`src/rtl/subrank_pkg.sv`:
```
// Shared defaults for the sub-word rank lookup.
// Assumes: KEY_W > POS_W >= 1, so a row has at least two bits and at
// least one row address bit exists.
package subrank_pkg;
    parameter int unsigned DEF_KEY_W = 6;  // sub-word width
    parameter int unsigned DEF_POS_W = 2;  // log2 of bits per row
endpackage

```
`src/rtl/subrank_row_store.sv`:
```
// Row store: presence bits plus signed base per row, one write port and a
// registered read port. A read and a write of the same row in one cycle
// returns the contents from before the write.
// Assumes: synchronous active-low reset clears all rows.
module subrank_row_store #(
    parameter int unsigned ROW_AW   = 4,
    parameter int unsigned ROW_BITS = 4,
    parameter int unsigned BASE_W   = 7,
    localparam int unsigned ROWS    = 1 << ROW_AW
) (
    input  logic                clk,
    input  logic                rst_n,
    input  logic                rd_en,
    input  logic [ROW_AW-1:0]   rd_row,
    input  logic                wr_en,
    input  logic [ROW_AW-1:0]   wr_row,
    input  logic [ROW_BITS-1:0] wr_bits,
    input  logic [BASE_W-1:0]   wr_base,
    output logic [ROW_BITS-1:0] rd_bits,
    output logic [BASE_W-1:0]   rd_base
);
    logic [ROW_BITS-1:0] bits_mem [ROWS];
    logic [BASE_W-1:0]   base_mem [ROWS];

    // Per-row storage: clear on reset, load on a matching write.
    for (genvar r = 0; r < ROWS; r++) begin : g_row
        always_ff @(posedge clk) begin
            if (!rst_n) begin
                bits_mem[r] <= '0;
                base_mem[r] <= '0;
            end else if (wr_en && (wr_row == ROW_AW'(r))) begin
                bits_mem[r] <= wr_bits;
                base_mem[r] <= wr_base;
            end
        end
    end

    // Registered read port, sees pre-write contents.
    always_ff @(posedge clk) begin
        if (!rst_n) begin
            rd_bits <= '0;
            rd_base <= '0;
        end else if (rd_en) begin
            rd_bits <= bits_mem[rd_row];
            rd_base <= base_mem[rd_row];
        end
    end
endmodule

```
`src/rtl/subrank_prefix_count.sv`:
```
// Prefix population count: counts ones in a row from bit 0 up to and
// including the given position, and returns the bit at that position.
// Assumes: row width is a power of two, 2**POS_W.
module subrank_prefix_count #(
    parameter int unsigned POS_W  = 2,
    localparam int unsigned ROW_BITS = 1 << POS_W,
    localparam int unsigned CNT_W    = POS_W + 1
) (
    input  logic [ROW_BITS-1:0] row_bits,
    input  logic [POS_W-1:0]    pos,
    output logic                bit_at,
    output logic [CNT_W-1:0]    prefix_cnt
);
    logic [ROW_BITS-1:0] keep;

    // Thermometer mask: lane i is kept when i <= pos.
    for (genvar i = 0; i < ROW_BITS; i++) begin : g_mask
        assign keep[i] = row_bits[i] & (POS_W'(i) <= pos);
    end

    // Sum of kept lanes.
    always_comb begin
        prefix_cnt = '0;
        for (int i = 0; i < ROW_BITS; i++) begin
            prefix_cnt = prefix_cnt + CNT_W'(keep[i]);
        end
    end

    // Selected presence bit.
    assign bit_at = row_bits[pos];
endmodule

```
`src/rtl/subrank_lookup.sv`:
```
// Sub-word presence and rank lookup for one column slice of a
// memory-built ternary match table. One cycle of latency: the row is read
// into registers, then the prefix count and base are added.
// Assumes: W > B >= 1; table contents are loaded through the write port.
module subrank_lookup #(
    parameter int unsigned W = subrank_pkg::DEF_KEY_W,
    parameter int unsigned B = subrank_pkg::DEF_POS_W,
    localparam int unsigned ROW_AW   = W - B,
    localparam int unsigned ROW_BITS = 1 << B,
    localparam int unsigned BASE_W   = W + 1,
    localparam int unsigned CNT_W    = B + 1
) (
    input  logic                clk,
    input  logic                rst_n,
    input  logic                lookup_valid,
    input  logic [W-1:0]        lookup_key,
    input  logic                wr_en,
    input  logic [ROW_AW-1:0]   wr_row,
    input  logic [ROW_BITS-1:0] wr_bits,
    input  logic [BASE_W-1:0]   wr_base,
    output logic                hit_valid,
    output logic                hit_present,
    output logic [W-1:0]        hit_rank
);
    logic [ROW_AW-1:0]   key_row;
    logic [B-1:0]        key_pos;
    logic [ROW_BITS-1:0] row_q;
    logic [BASE_W-1:0]   base_q;
    logic [B-1:0]        pos_q;
    logic                valid_q;
    logic                bit_sel;
    logic [CNT_W-1:0]    cnt;
    logic [BASE_W-1:0]   sum;

    // Key split into row address and in-row position.
    assign key_row = lookup_key[W-1:B];
    assign key_pos = lookup_key[B-1:0];

    subrank_row_store #(
        .ROW_AW   (ROW_AW),
        .ROW_BITS (ROW_BITS),
        .BASE_W   (BASE_W)
    ) u_store (
        .clk     (clk),
        .rst_n   (rst_n),
        .rd_en   (lookup_valid),
        .rd_row  (key_row),
        .wr_en   (wr_en),
        .wr_row  (wr_row),
        .wr_bits (wr_bits),
        .wr_base (wr_base),
        .rd_bits (row_q),
        .rd_base (base_q)
    );

    // Position and strobe follow the row read by one cycle.
    always_ff @(posedge clk) begin
        if (!rst_n) begin
            valid_q <= 1'b0;
            pos_q   <= '0;
        end else begin
            valid_q <= lookup_valid;
            if (lookup_valid) pos_q <= key_pos;
        end
    end

    subrank_prefix_count #(
        .POS_W (B)
    ) u_count (
        .row_bits   (row_q),
        .pos        (pos_q),
        .bit_at     (bit_sel),
        .prefix_cnt (cnt)
    );

    // Rank: base plus zero-extended prefix count, modulo 2**BASE_W.
    assign sum = base_q + {{(BASE_W-CNT_W){1'b0}}, cnt};

    // Output gating: quiet when no result, rank zero on a miss.
    always_comb begin
        hit_valid   = valid_q;
        hit_present = valid_q & bit_sel;
        hit_rank    = hit_present ? sum[W-1:0] : '0;
    end
endmodule

```
`config.mk`:
```
export PLATFORM = sky130hd
export DESIGN_NAME = subrank_lookup
export DESIGN_NICKNAME = d
export VERILOG_FILES = /design/src/rtl/subrank_pkg.sv /design/src/rtl/subrank_row_store.sv /design/src/rtl/subrank_prefix_count.sv /design/src/rtl/subrank_lookup.sv
export SDC_FILE = /design/constraint.sdc
export NUM_CORES = 1
export LEC_CHECK = 0
export ABC_AREA = 1
export ABC_CLOCK_PERIOD_IN_PS = 4000
export BUFFER_PORTS_ARGS = -buffer_cell sky130_fd_sc_hd__buf_4
export CAP_MARGIN = 20
export CORE_ASPECT_RATIO = 1.1
export CORE_MARGIN = 2
export CORE_UTILIZATION = 60
export CTS_CLUSTER_SIZE = 20
export DETAILED_ROUTE_END_ITERATION = 12
export MAX_ROUTING_LAYER = met4
export PLACE_DENSITY = 0.76
export REMOVE_ABC_BUFFERS = 1
export SYNTH_ARGS = -nofsm -noshare
export SYNTH_HDL_FRONTEND = slang
export SYNTH_SLANG_ARGS = --single-unit
```
`constraint.sdc`:
```
create_clock -name clk -period 4 [get_ports clk]
set_clock_uncertainty 0.1 [all_clocks]
set_input_delay 0.4 -clock clk [delete_from_list [all_inputs] [get_ports clk]]
set_output_delay 0.4 -clock clk [all_outputs]
set_load 0.01 [all_outputs]
```
==> flow_metrics.env, run 1 <==
export IMPL_status="finished, final reports clean"
export IMPL_worstPathArrival_ps=3350
export IMPL_synth_cell_type_count=22
export IMPL_syn_inst=875
export IMPL_cts_setup_buffers=0
export IMPL_grt_pass1_wl_um=31150
export IMPL_wire_per_inst_um=18.60
export IMPL_switchingPower_mw=1.022
export IMPL_antenna_found_initial=0
export IMPL_fp_dieH_um=126.8
export IMPL_clockBufferDepth=2
export IMPL_grt_overflow=0
export IMPL_p_clk_share_pct=41.4
export IMPL_r2r_end="u_store.rd_bits[0]$_SDFFE_PN0P_"
export IMPL_core_area_sq_mm=0.01332
export IMPL_ant_nets=0
export IMPL_ys_ff_latch=173
export IMPL_reg2reg_depth=8
export IMPL_timing_reg2reg_setup_slack_ps=2720
export IMPL_reg2reg_from="u_store.bits_mem[1][0]$_SDFFCE_PN0P_"
export IMPL_htree_num_levels=4
export IMPL_n_antenna_cell=0
export IMPL_areaGrowthSynthToFinish_pct=11.42
export IMPL_p_sw_share_pct=23.98
export IMPL_finalMaxSlewViolations=0
export IMPL_io_buffer_count=31
export IMPL_ys_seq_area_share_pct=61.58
export IMPL_endpoint_kind="output pin"
export IMPL_ctsResizeCount=0
export IMPL_rows=44
export IMPL_critPathLaunchType="flop"
export IMPL_clock_latency_ps=440
export IMPL_syn_area_per_cell_sq_um=9.400
export IMPL_placedInstanceArea_sq_mm=0.008511
export IMPL_drive_above_1_share_pct=11.09
export IMPL_cts_sinks=173
export IMPL_worstMarginPinSlew_ps=799.4
export IMPL_cts_root_buffer="clkbuf_16"
export IMPL_dp_hpwl_um=12450
export IMPL_track_usage_pct=29.61
export IMPL_peakVddDrop_uv=261.0
export IMPL_ctsHoldBuffers=0
export IMPL_critical_path_class="flop to output pin"
export IMPL_netlist_area_sq_mm=0.008225
export IMPL_final_area_sq_mm=0.009165
export IMPL_hp_class="primary input to flop"
export IMPL_mostFrequentLayoutCells="nand2_1 (242), nor2_1 (174), edfxtp_1 (160), nand3_1 (132), inv_1 (46)"
export IMPL_p_comb_share_pct=8.9
export IMPL_grt_pass1_vias=5935
export IMPL_p_int_mw=3.242
export IMPL_timing_slew_headroom_pct=46.65
export IMPL_final_nets=921
export IMPL_wl_um=20200
export IMPL_fp_dieW_um=115.6
export IMPL_dieArea_sq_mm=0.01466
export IMPL_crit_fanout=3
export IMPL_cts_made_buffers=17
export IMPL_fmax_mhz=259.7
export IMPL_io_pins=33
export IMPL_finalSetupViolCount=0
export IMPL_dr_pass1_iters=6
export IMPL_gp_congestion=0.9201
export IMPL_hold_start="lookup_key[0]"
export IMPL_grt_max_degree=56
export IMPL_min_to="pos_q[0]$_SDFFE_PN0P_"
export IMPL_whs_path_depth=3
export IMPL_start_util_pct=61.74
export IMPL_p_per_area_mw_per_mm2=465.3
export IMPL_post_route_period_util_pct=96.28
export IMPL_hold_viol_final=0
export IMPL_drt_iter0_drc=658
export IMPL_drcViolationCount=0
export IMPL_min_period_ps=3851
export IMPL_setup_tns_final_ps=0
export IMPL_num_vias=6335
export IMPL_rsz0062_at_grt="no"
export IMPL_yosysWarnings=0
export IMPL_clk_pin_slew_ps=70
export IMPL_cts_tree="yes"
export IMPL_p_leak_nw=3.769
export IMPL_seq_power_share_pct=49.6
export IMPL_detail_route_vias_per_cell=5.833
export IMPL_required_ps=3500
export IMPL_timing_max_cap_violations=0
export IMPL_layout_commonest_cell="nand2_1"
cells in the mapped netlist, drive strengths merged:
master,n,share of area [%]
buf,30,2.4
nand2,242,11
or2,1,0.076
nor3,3,0.46
inv,47,2.1
nand4,8,1.2
edfxtp,160,58
clkbuf,18,0.82
a21oi,13,0.79
xor2,2,0.21
fa,2,0.49
ha,5,0.76
nor2,177,8.2
o21ai,11,0.67
nand3,140,9.0
dfxtp,13,3.2
clkinv,3,0.14
through the flow:
stage                     utilization [%]  setup slack, ps  power [mW]  std cells  hold WS, ps
after detailed placement            63.88            650.6       2.524       1054        419.8
after CTS                           68.67            164.0       4.256       1086        149.6
after floorplan                         -            931.8       2.357        827        376.9
after global placement              63.88            735.7       2.505       1054        395.5
after global routing                68.79            15.08       4.381       1086        185.6
final                               68.79            148.9       4.265       1086        157.5
final cells by class:
| type | instances | area [sq um] |
|---|---|---|
| clock buffer | 17 | 425.4 |
| multi-input combinational | 604 | 2721 |
| sequential | 173 | 5065 |
| clock inverter | 15 | 212.7 |
| timing repair buffer | 43 | 322.8 |
| fill | 994 | 4158 |
| inverter | 50 | 187.7 |
| tap | 184 | 230.2 |
state kept, by name, summed over array words and instances, names as in the netlist:
name / count
pos_q: 2
hit_valid: 1
u_store.rd_base: 6
u_store.bits_mem: 64
u_store.base_mem: 96
u_store.rd_bits: 4
routing by layer:
layer / track usage, % / vias up / share of wire (%)
li1: - / 2931 / -
met1: 36.22 / 2954 / 37
met2: 47.71 / 377 / 51
met3: 4.396 / 73 / 8.3
met4: 15.62 / 0 / 4.3
met5: - / - / 0
logic make-up after synthesis:
| kind of cell | after synthesis | synth area share [%] |
|---|---|---|
| AND/OR/NAND/NOR | 571 | 29.97 |
| flip-flops | 173 | 61.58 |
| buffers and inverters | 98 | 5.537 |
| XOR/XNOR | 2 | 0.2130 |
| AO/OA/AOI/OAI | 24 | 1.460 |
| adder cells (fa/ha/maj) | 7 | 1.247 |
worst max-delay path, cell delays in order, from the launching register on:
cell and delay, ps:
dfxtp_1 380, inv_1 90, a21oi_1 140, ha_1 260, fa_1 470, ha_4 300, inv_1 50, fa_1 400
or2_2 330, a21oi_2 140, xor2_1 160, nor2_1 50, buf_4 140
worst max path at each step:
stage / startpoint / end / slack (ps)
after floorplan: pos_q[0]$_SDFFE_PN0P_ / hit_rank[4] / 930
after global routing: pos_q[1]$_SDFFE_PN0P_ / hit_rank[4] / 20
after CTS: pos_q[1]$_SDFFE_PN0P_ / hit_rank[4] / 160
final: pos_q[1]$_SDFFE_PN0P_ / hit_rank[4] / 150
after global placement: pos_q[0]$_SDFFE_PN0P_ / hit_rank[4] / 740
after detailed placement: pos_q[0]$_SDFFE_PN0P_ / hit_rank[4] / 650
power by group through the flow:
stage | combinational [mW] | clock (mW) | sequential [mW]
after floorplan | 0.213 | 0 | 2.14
after global placement | 0.358 | 0 | 2.15
after detailed placement | 0.371 | 0 | 2.15
after CTS | 0.375 | 1.77 | 2.12
after global routing | 0.419 | 1.84 | 2.12
final | 0.381 | 1.77 | 2.12
(Power assumes the default switching activity.)
==> run 2: changes to the inputs <==
BUFFER_PORTS_ARGS = unset   (was -buffer_cell sky130_fd_sc_hd__buf_4)
CORE_UTILIZATION = 57   (was 60)
DONT_BUFFER_PORTS = 1   (was unset)
PLACE_DENSITY = 0.7   (was 0.76)
TNS_END_PERCENT = 1   (was unset)
==> run 2 against run 1 <==
  * Die area is 5.1% higher
  * Sequential share of layout area is 2.3 points higher
  * Flip-flop and latch count stayed put
  * Worst hold slack worse by 130 ps
  * Register-to-register slack worse by 60 ps
  * Final cell count is 2.0% lower
  * Total power is 9.5% lower
  * Fmax is 2.4% higher
  * Largest cell class unchanged
  * Highest routed layer unchanged
==> flow_metrics.env, run 2 (synthesized netlist as in run 1, its figures left out) <==
export IMPL_n_antenna_cell=0
export IMPL_critical_path_class="flop to output pin"
export IMPL_final_nets=891
export IMPL_hp_class="primary input to flop"
export IMPL_crit_buf_inv=2
export IMPL_worstPathArrival_ps=3260
export IMPL_detail_route_vias_per_cell=5.646
export IMPL_crit_slowest_cell="fa_1"
export IMPL_cp_cell_sequence="inv_1 > a21oi_1 > ha_1 > fa_1 > ha_1 > inv_1 > fa_1 > or2_2 > a21oi_1 > xor2_1 > nor2_1"
export IMPL_p_per_area_mw_per_mm2=438.8
export IMPL_drive_above_1_share_pct=6.422
export IMPL_track_usage_pct=27.30
export IMPL_core_area_sq_mm=0.01427
export IMPL_layout_commonest_cell="nand2_1"
export IMPL_hold_viol_final=0
export IMPL_num_vias=6007
export IMPL_clock_latency_ps=430
export IMPL_p_sw_share_pct=23.51
export IMPL_finalSetupViolCount=0
export IMPL_io_buffer_count=0
export IMPL_p_comb_share_pct=8.3
export IMPL_drt_iter0_drc=610
export IMPL_grt_pass1_wl_um=30680
export IMPL_timing_max_cap_violations=0
export IMPL_worstMarginPinSlew_ps=781.3
export IMPL_wire_per_inst_um=18.31
export IMPL_clk_pin_slew_ps=60
export IMPL_cts_root_buffer="clkbuf_16"
export IMPL_fp_dieW_um=118.5
export IMPL_ctsHoldBuffers=3
export IMPL_drcViolationCount=0
export IMPL_antenna_found_initial=0
export IMPL_reg_top3="u_store.base_mem: 96 flops, u_store.bits_mem: 64 flops, u_store.rd_base: 6 flops"
export IMPL_gp_congestion=0.9158
export IMPL_grt_overflow=0
export IMPL_ant_nets=0
export IMPL_io_pins=33
export IMPL_dieArea_sq_mm=0.01541
export IMPL_fp_dieH_um=130.0
export IMPL_switchingPower_mw=0.9073
export IMPL_whs_ps=31.73
export IMPL_critPathLaunchType="flop"
export IMPL_dp_hpwl_um=12420
export IMPL_seq_power_share_pct=54.8
export IMPL_rows=46
export IMPL_p_int_mw=2.953
export IMPL_p_leak_nw=3.557
export IMPL_endpoint_kind="output pin"
export IMPL_fmax_mhz=265.8
export IMPL_cts_sinks=173
export IMPL_htree_num_levels=4
export IMPL_largest_register_ffs=96
export IMPL_cts_tree="yes"
export IMPL_placedInstanceArea_sq_mm=0.008273
export IMPL_slowest_delay_ps=430
export IMPL_crit_fanout=3
export IMPL_peakVddDrop_uv=294.6
export IMPL_start_util_pct=57.63
export IMPL_clockBufferDepth=2
export IMPL_finalPower_mw=3.860
export IMPL_path_delay_family="adder cells"
export IMPL_grt_max_degree=82
export IMPL_required_ps=3500
export IMPL_post_route_period_util_pct=94.06
export IMPL_rsz0062_at_grt="no"
export IMPL_p_clk_share_pct=36.9
export IMPL_mostFrequentLayoutCells="nand2_1 (242), nor2_1 (174), edfxtp_1 (160), nand3_1 (132), inv_1 (46)"
export IMPL_finalMaxSlewViolations=0
export IMPL_status="finished, final reports clean"
export IMPL_timing_slew_headroom_pct=47.86
export IMPL_ctsResizeCount=0
export IMPL_fillers=1192
export IMPL_wl_um=19480
export IMPL_areaGrowthSynthToFinish_pct=6.952
export IMPL_timing_reg2reg_setup_slack_ps=2660
export IMPL_min_period_ps=3762
export IMPL_cts_setup_buffers=0
export IMPL_final_area_sq_mm=0.008797
export IMPL_cts_made_buffers=17
export IMPL_setup_tns_final_ps=0
export IMPL_grt_pass1_vias=5889
export IMPL_regMostFlops="u_store.base_mem"
export IMPL_dr_pass1_iters=8
run 2: changes by cell type in the layout (fill, tap and decap cells not counted), sizes merged:
cell         delta
buf            -33
dlygate4sd3     +3
clkinvlp        -1
inv             -3
clkinv          +3
bufinv          -4
clkbuf          +5
run 2: layout make-up:
type | instances | area (sq um) | share of cell area [%]
multi-input combinational | 604 | 2705 | 30.75
timing repair buffer | 13 | 105.1 | 1.195
clock buffer | 22 | 444.2 | 5.049
clock inverter | 10 | 50.05 | 0.5689
sequential | 173 | 5065 | 57.57
inverter | 50 | 187.7 | 2.133
tap | 192 | 240.2 | 2.731
run 2: final timing paths:
| kind | from | endpoint | cells past startpoint |
|---|---|---|---|
| max | pos_q[1]$_SDFFE_PN0P_ | hit_rank[4] | 11 |
| min | rst_n | pos_q[1]$_SDFFE_PN0P_ | 2 |
| max reg2reg | u_store.bits_mem[0][0]$_SDFFCE_PN0P_ | u_store.rd_bits[0]$_SDFFE_PN0P_ | 8 |
| min reg2reg | pos_q[1]$_SDFFE_PN0P_ | pos_q[1]$_SDFFE_PN0P_ | 2 |
run 2: power by group through the flow:
| stage | combinational [mW] | clock [mW] | sequential [mW] |
|---|---|---|---|
| 2_1_floorplan | 0.213 | 0 | 2.14 |
| 3_3_place_gp | 0.302 | 0 | 2.15 |
| 3_5_place_dp | 0.313 | 0 | 2.15 |
| 4_1_cts | 0.318 | 1.43 | 2.12 |
| 5_1_grt | 0.354 | 1.51 | 2.12 |
| 6_report | 0.319 | 1.43 | 2.12 |
run 2: through the flow:
step                util [%]  worst slack [ps]  std cells
global placement       57.96             810.4       1029
finish                 61.63             237.7       1064
detailed placement     57.96             675.8       1029
global route           61.63             99.22       1064
CTS                    61.63             215.8       1064
floorplan                  -             931.8        827
run 2: layer usage:
layer | wire length [um] | GRT usage, %
met5 | 0 | -
met4 | 444 | 10.43
met3 | 1448 | 5.332
met2 | 10130 | 46.65
met1 | 7453 | 32.35
==> run 3: changes to the inputs <==
ABC_AREA = unset   (was 1)
==> run 3 against run 2 <==
  * Core utilization is 1.8 points higher
  * Critical path type unchanged
  * Non-clock buffer count rose by 6
  * Wire length down 12%
  * Synthesized cell count fell by 29%
  * Via count decreased by 21%
  * Combinational power down 25%
  * Final cell count decreased by 21%
==> flow_metrics.env, run 3 <==
export IMPL_track_usage_pct=24.22
export IMPL_n_antenna_cell=0
export IMPL_drt_iter0_drc=428
export IMPL_placed_cells=803
export IMPL_crit_fanout=5
export IMPL_synth_most_common_cell="edfxtp_1"
export IMPL_ys_ff_latch=173
export IMPL_ys_top_cells_by_area="edfxtp_1 (58%), and2_1 (10%), mux2i_1 (9.9%), dfxtp_1 (3.2%), a22oi_1 (2.7%)"
export IMPL_endpoint_kind="output pin"
export IMPL_finalPower_mw=3.909
export IMPL_r2r_end="u_store.rd_base[1]$_SDFFE_PN0P_"
export IMPL_reg_top3="u_store.base_mem: 96 flops, u_store.bits_mem: 64 flops, u_store.rd_base: 6 flops"
export IMPL_ys_flop_type="edfxtp_1"
export IMPL_hold_viol_final=0
export IMPL_whs_path_depth=1
export IMPL_reg2reg_depth=4
export IMPL_io_buffer_count=0
export IMPL_path_delay_family="adder cells"
export IMPL_netlist_area_sq_mm=0.008255
export IMPL_htree_num_levels=4
export IMPL_critical_path_class="flop to output pin"
export IMPL_synth_area_leader_cell="edfxtp_1"
export IMPL_worstPathArrival_ps=3060
export IMPL_antenna_found_initial=0
export IMPL_yosysWarnings=0
export IMPL_hold_start="rst_n"
export IMPL_syn_area_per_cell_sq_um=13.21
export IMPL_mostFrequentLayoutCells="edfxtp_1 (160), and2_1 (133), mux2i_1 (82), nand3_1 (31)"
export IMPL_worstMarginPinSlew_ps=934.9
export IMPL_core_area_sq_mm=0.01427
export IMPL_fp_dieW_um=118.7
export IMPL_post_route_util_pct=63.39
export IMPL_ys_seq_area_share_pct=61.35
export IMPL_timing_slew_headroom_pct=37.61
export IMPL_min_to="pos_q[1]$_SDFFE_PN0P_"
export IMPL_cts_made_buffers=17
export IMPL_critPathLaunch="pos_q[1]$_SDFFE_PN0P_"
export IMPL_drcViolationCount=0
export IMPL_timing_reg2reg_setup_slack_ps=2740
export IMPL_cp_cell_sequence="o21a_1 > ha_1 > fa_1 > ha_1 > inv_1 > fa_1 > nor2b_1 > o21ai_0 > xor2_1 > nor2_1"
export IMPL_peakVddDrop_uv=279.4
export IMPL_fp_dieH_um=130.2
export IMPL_timing_max_cap_violations=0
export IMPL_critPathLaunchType="flop"
export IMPL_rows=46
export IMPL_async_reset_ff_share_pct=0
export IMPL_drive_above_1_share_pct=15.84
export IMPL_clk_pin_slew_ps=60
export IMPL_grt_max_degree=81
export IMPL_num_vias=4752
export IMPL_synth_cell_type_count=37
export IMPL_start_util_pct=57.84
export IMPL_cts_tree="yes"
export IMPL_whs_ps=16.15
export IMPL_reg2reg_from="u_store.base_mem[12][1]$_SDFFCE_PN0P_"
export IMPL_slowest_delay_ps=400
export IMPL_dr_pass1_iters=5
export IMPL_post_route_period_util_pct=88.90
export IMPL_ant_nets=0
export IMPL_detail_route_vias_per_cell=5.684
export IMPL_finalSetupViolCount=0
export IMPL_layout_commonest_cell="edfxtp_1"
export IMPL_hp_class="primary input to flop"
export IMPL_cts_root_buffer="clkbuf_16"
export IMPL_p_leak_nw=3.374
export IMPL_p_per_area_mw_per_mm2=432.1
export IMPL_finalMaxSlewViolations=0
export IMPL_grt_pass1_vias=4569
export IMPL_cts_sinks=173
export IMPL_setup_tns_final_ps=0
export IMPL_grt_overflow=0
export IMPL_areaGrowthSynthToFinish_pct=9.594
export IMPL_final_nets=663
export IMPL_wire_per_inst_um=20.41
export IMPL_crit_buf_inv=1
export IMPL_clockBufferDepth=2
export IMPL_clock_latency_ps=420
export IMPL_yosys_top_cells_count="edfxtp_1 (160), and2_1 (133), mux2i_1 (82), nand3_1 (31)"
export IMPL_rsz0062_at_grt="no"
export IMPL_fmax_mhz=281.2
export IMPL_final_cells=836
export IMPL_synth_top_area_share_pct=58.20
export IMPL_crit_slowest_cell="fa_1"
export IMPL_status="finished, final reports clean"
export IMPL_dp_hpwl_um=11430
export IMPL_required_ps=3500
export IMPL_dieArea_sq_mm=0.01546
export IMPL_syn_inst=625
export IMPL_gp_congestion=0.7794
export IMPL_regMostFlops="u_store.base_mem"
export IMPL_largest_register_ffs=96
export IMPL_io_pins=33
export IMPL_grt_pass1_wl_um=26340
export IMPL_synth_edf_count=160
export IMPL_min_period_ps=3556
export IMPL_wl_um=17060
==> run 3: cell count changes in the layout (fill, tap and decap cells not counted), sizes merged, moves of 7 or more <==
cell   before  now
nand2     242   25
o21ai      11   18
nor2      177   20
buf        10   18
and2        0  163
a22oi       0   30
nand4       8    1
nand3     140   34
nor2b       0    8
mux2i       0   82
inv        47    4
==> run 3: worst register-to-register path, stage by stage, from the launching register on <==
cell	delay, ps
edfxtp_1	370
mux2i_1	220
a22oi_1	140
nand3_1	210
nand3_1	100
==> run 3: final cells by class <==
class	count	area [sq um]
timing repair buffer	19	145.1
fill	1154	5226
tap	192	240.2
sequential	173	5065
inverter	4	15.01
clock buffer	18	429.2
multi-input combinational	416	3025
clock inverter	14	127.6
==> run 3: timing repair <==
item	4_1_cts	5_1_grt
resized for setup	0	0
buffers inserted	0	0
hold endpoints to repair	1	0
hold buffers	1	0
==> run 3: kinds of logic (layout without fill, tap and decap cells) <==
| logic type | Yosys count | count (layout) | share of synthesized area (%) |
|---|---|---|---|
| mux | 83 | 83 | 10.22 |
| simple gates | 262 | 262 | 20.22 |
| xor+xnor | 2 | 2 | 0.2122 |
| compound gates | 62 | 62 | 4.729 |
| flops | 173 | 173 | 61.35 |
| buf+inv | 36 | 55 | 2.031 |
| fa+ha+maj | 7 | 7 | 1.243 |
==> run 3: through the flow <==
stage	setup slack, ps	area [sq um]
4_1_cts	388.0	9047
5_1_grt	288.5	9047
2_1_floorplan	1020	8103
6_report	444.1	9047
3_5_place_dp	855.1	8481
3_3_place_gp	923.2	8481
==> run 3: how the worst max path moves through the flow <==
stage                  endpoint  slack (ps)  cells after the start
floorplan           hit_rank[5]        1020                      9
detailed placement  hit_rank[4]         860                     10
global placement    hit_rank[5]         920                      9
CTS                 hit_rank[4]         390                     10
finish              hit_rank[4]         440                     10
global route        hit_rank[4]         290                     10
==> run 3: layer usage <==
metal  GRT usage, %  up-vias  share of wire, %
met3          4.458       14               5.5
met4          8.333        0               1.4
met5              -        -                 0
met2          36.92      132                48
met1          33.13     2343                45
li1               -     2263                 -
==> run 3: power by group <==
| group | internal [mW] | total [mW] | switching (mW) |
|---|---|---|---|
| Clock | 0.905 | 1.55 | 0.644 |
| Sequential | 2.08 | 2.12 | 0.0362 |
| Combinational | 0.0983 | 0.239 | 0.141 |
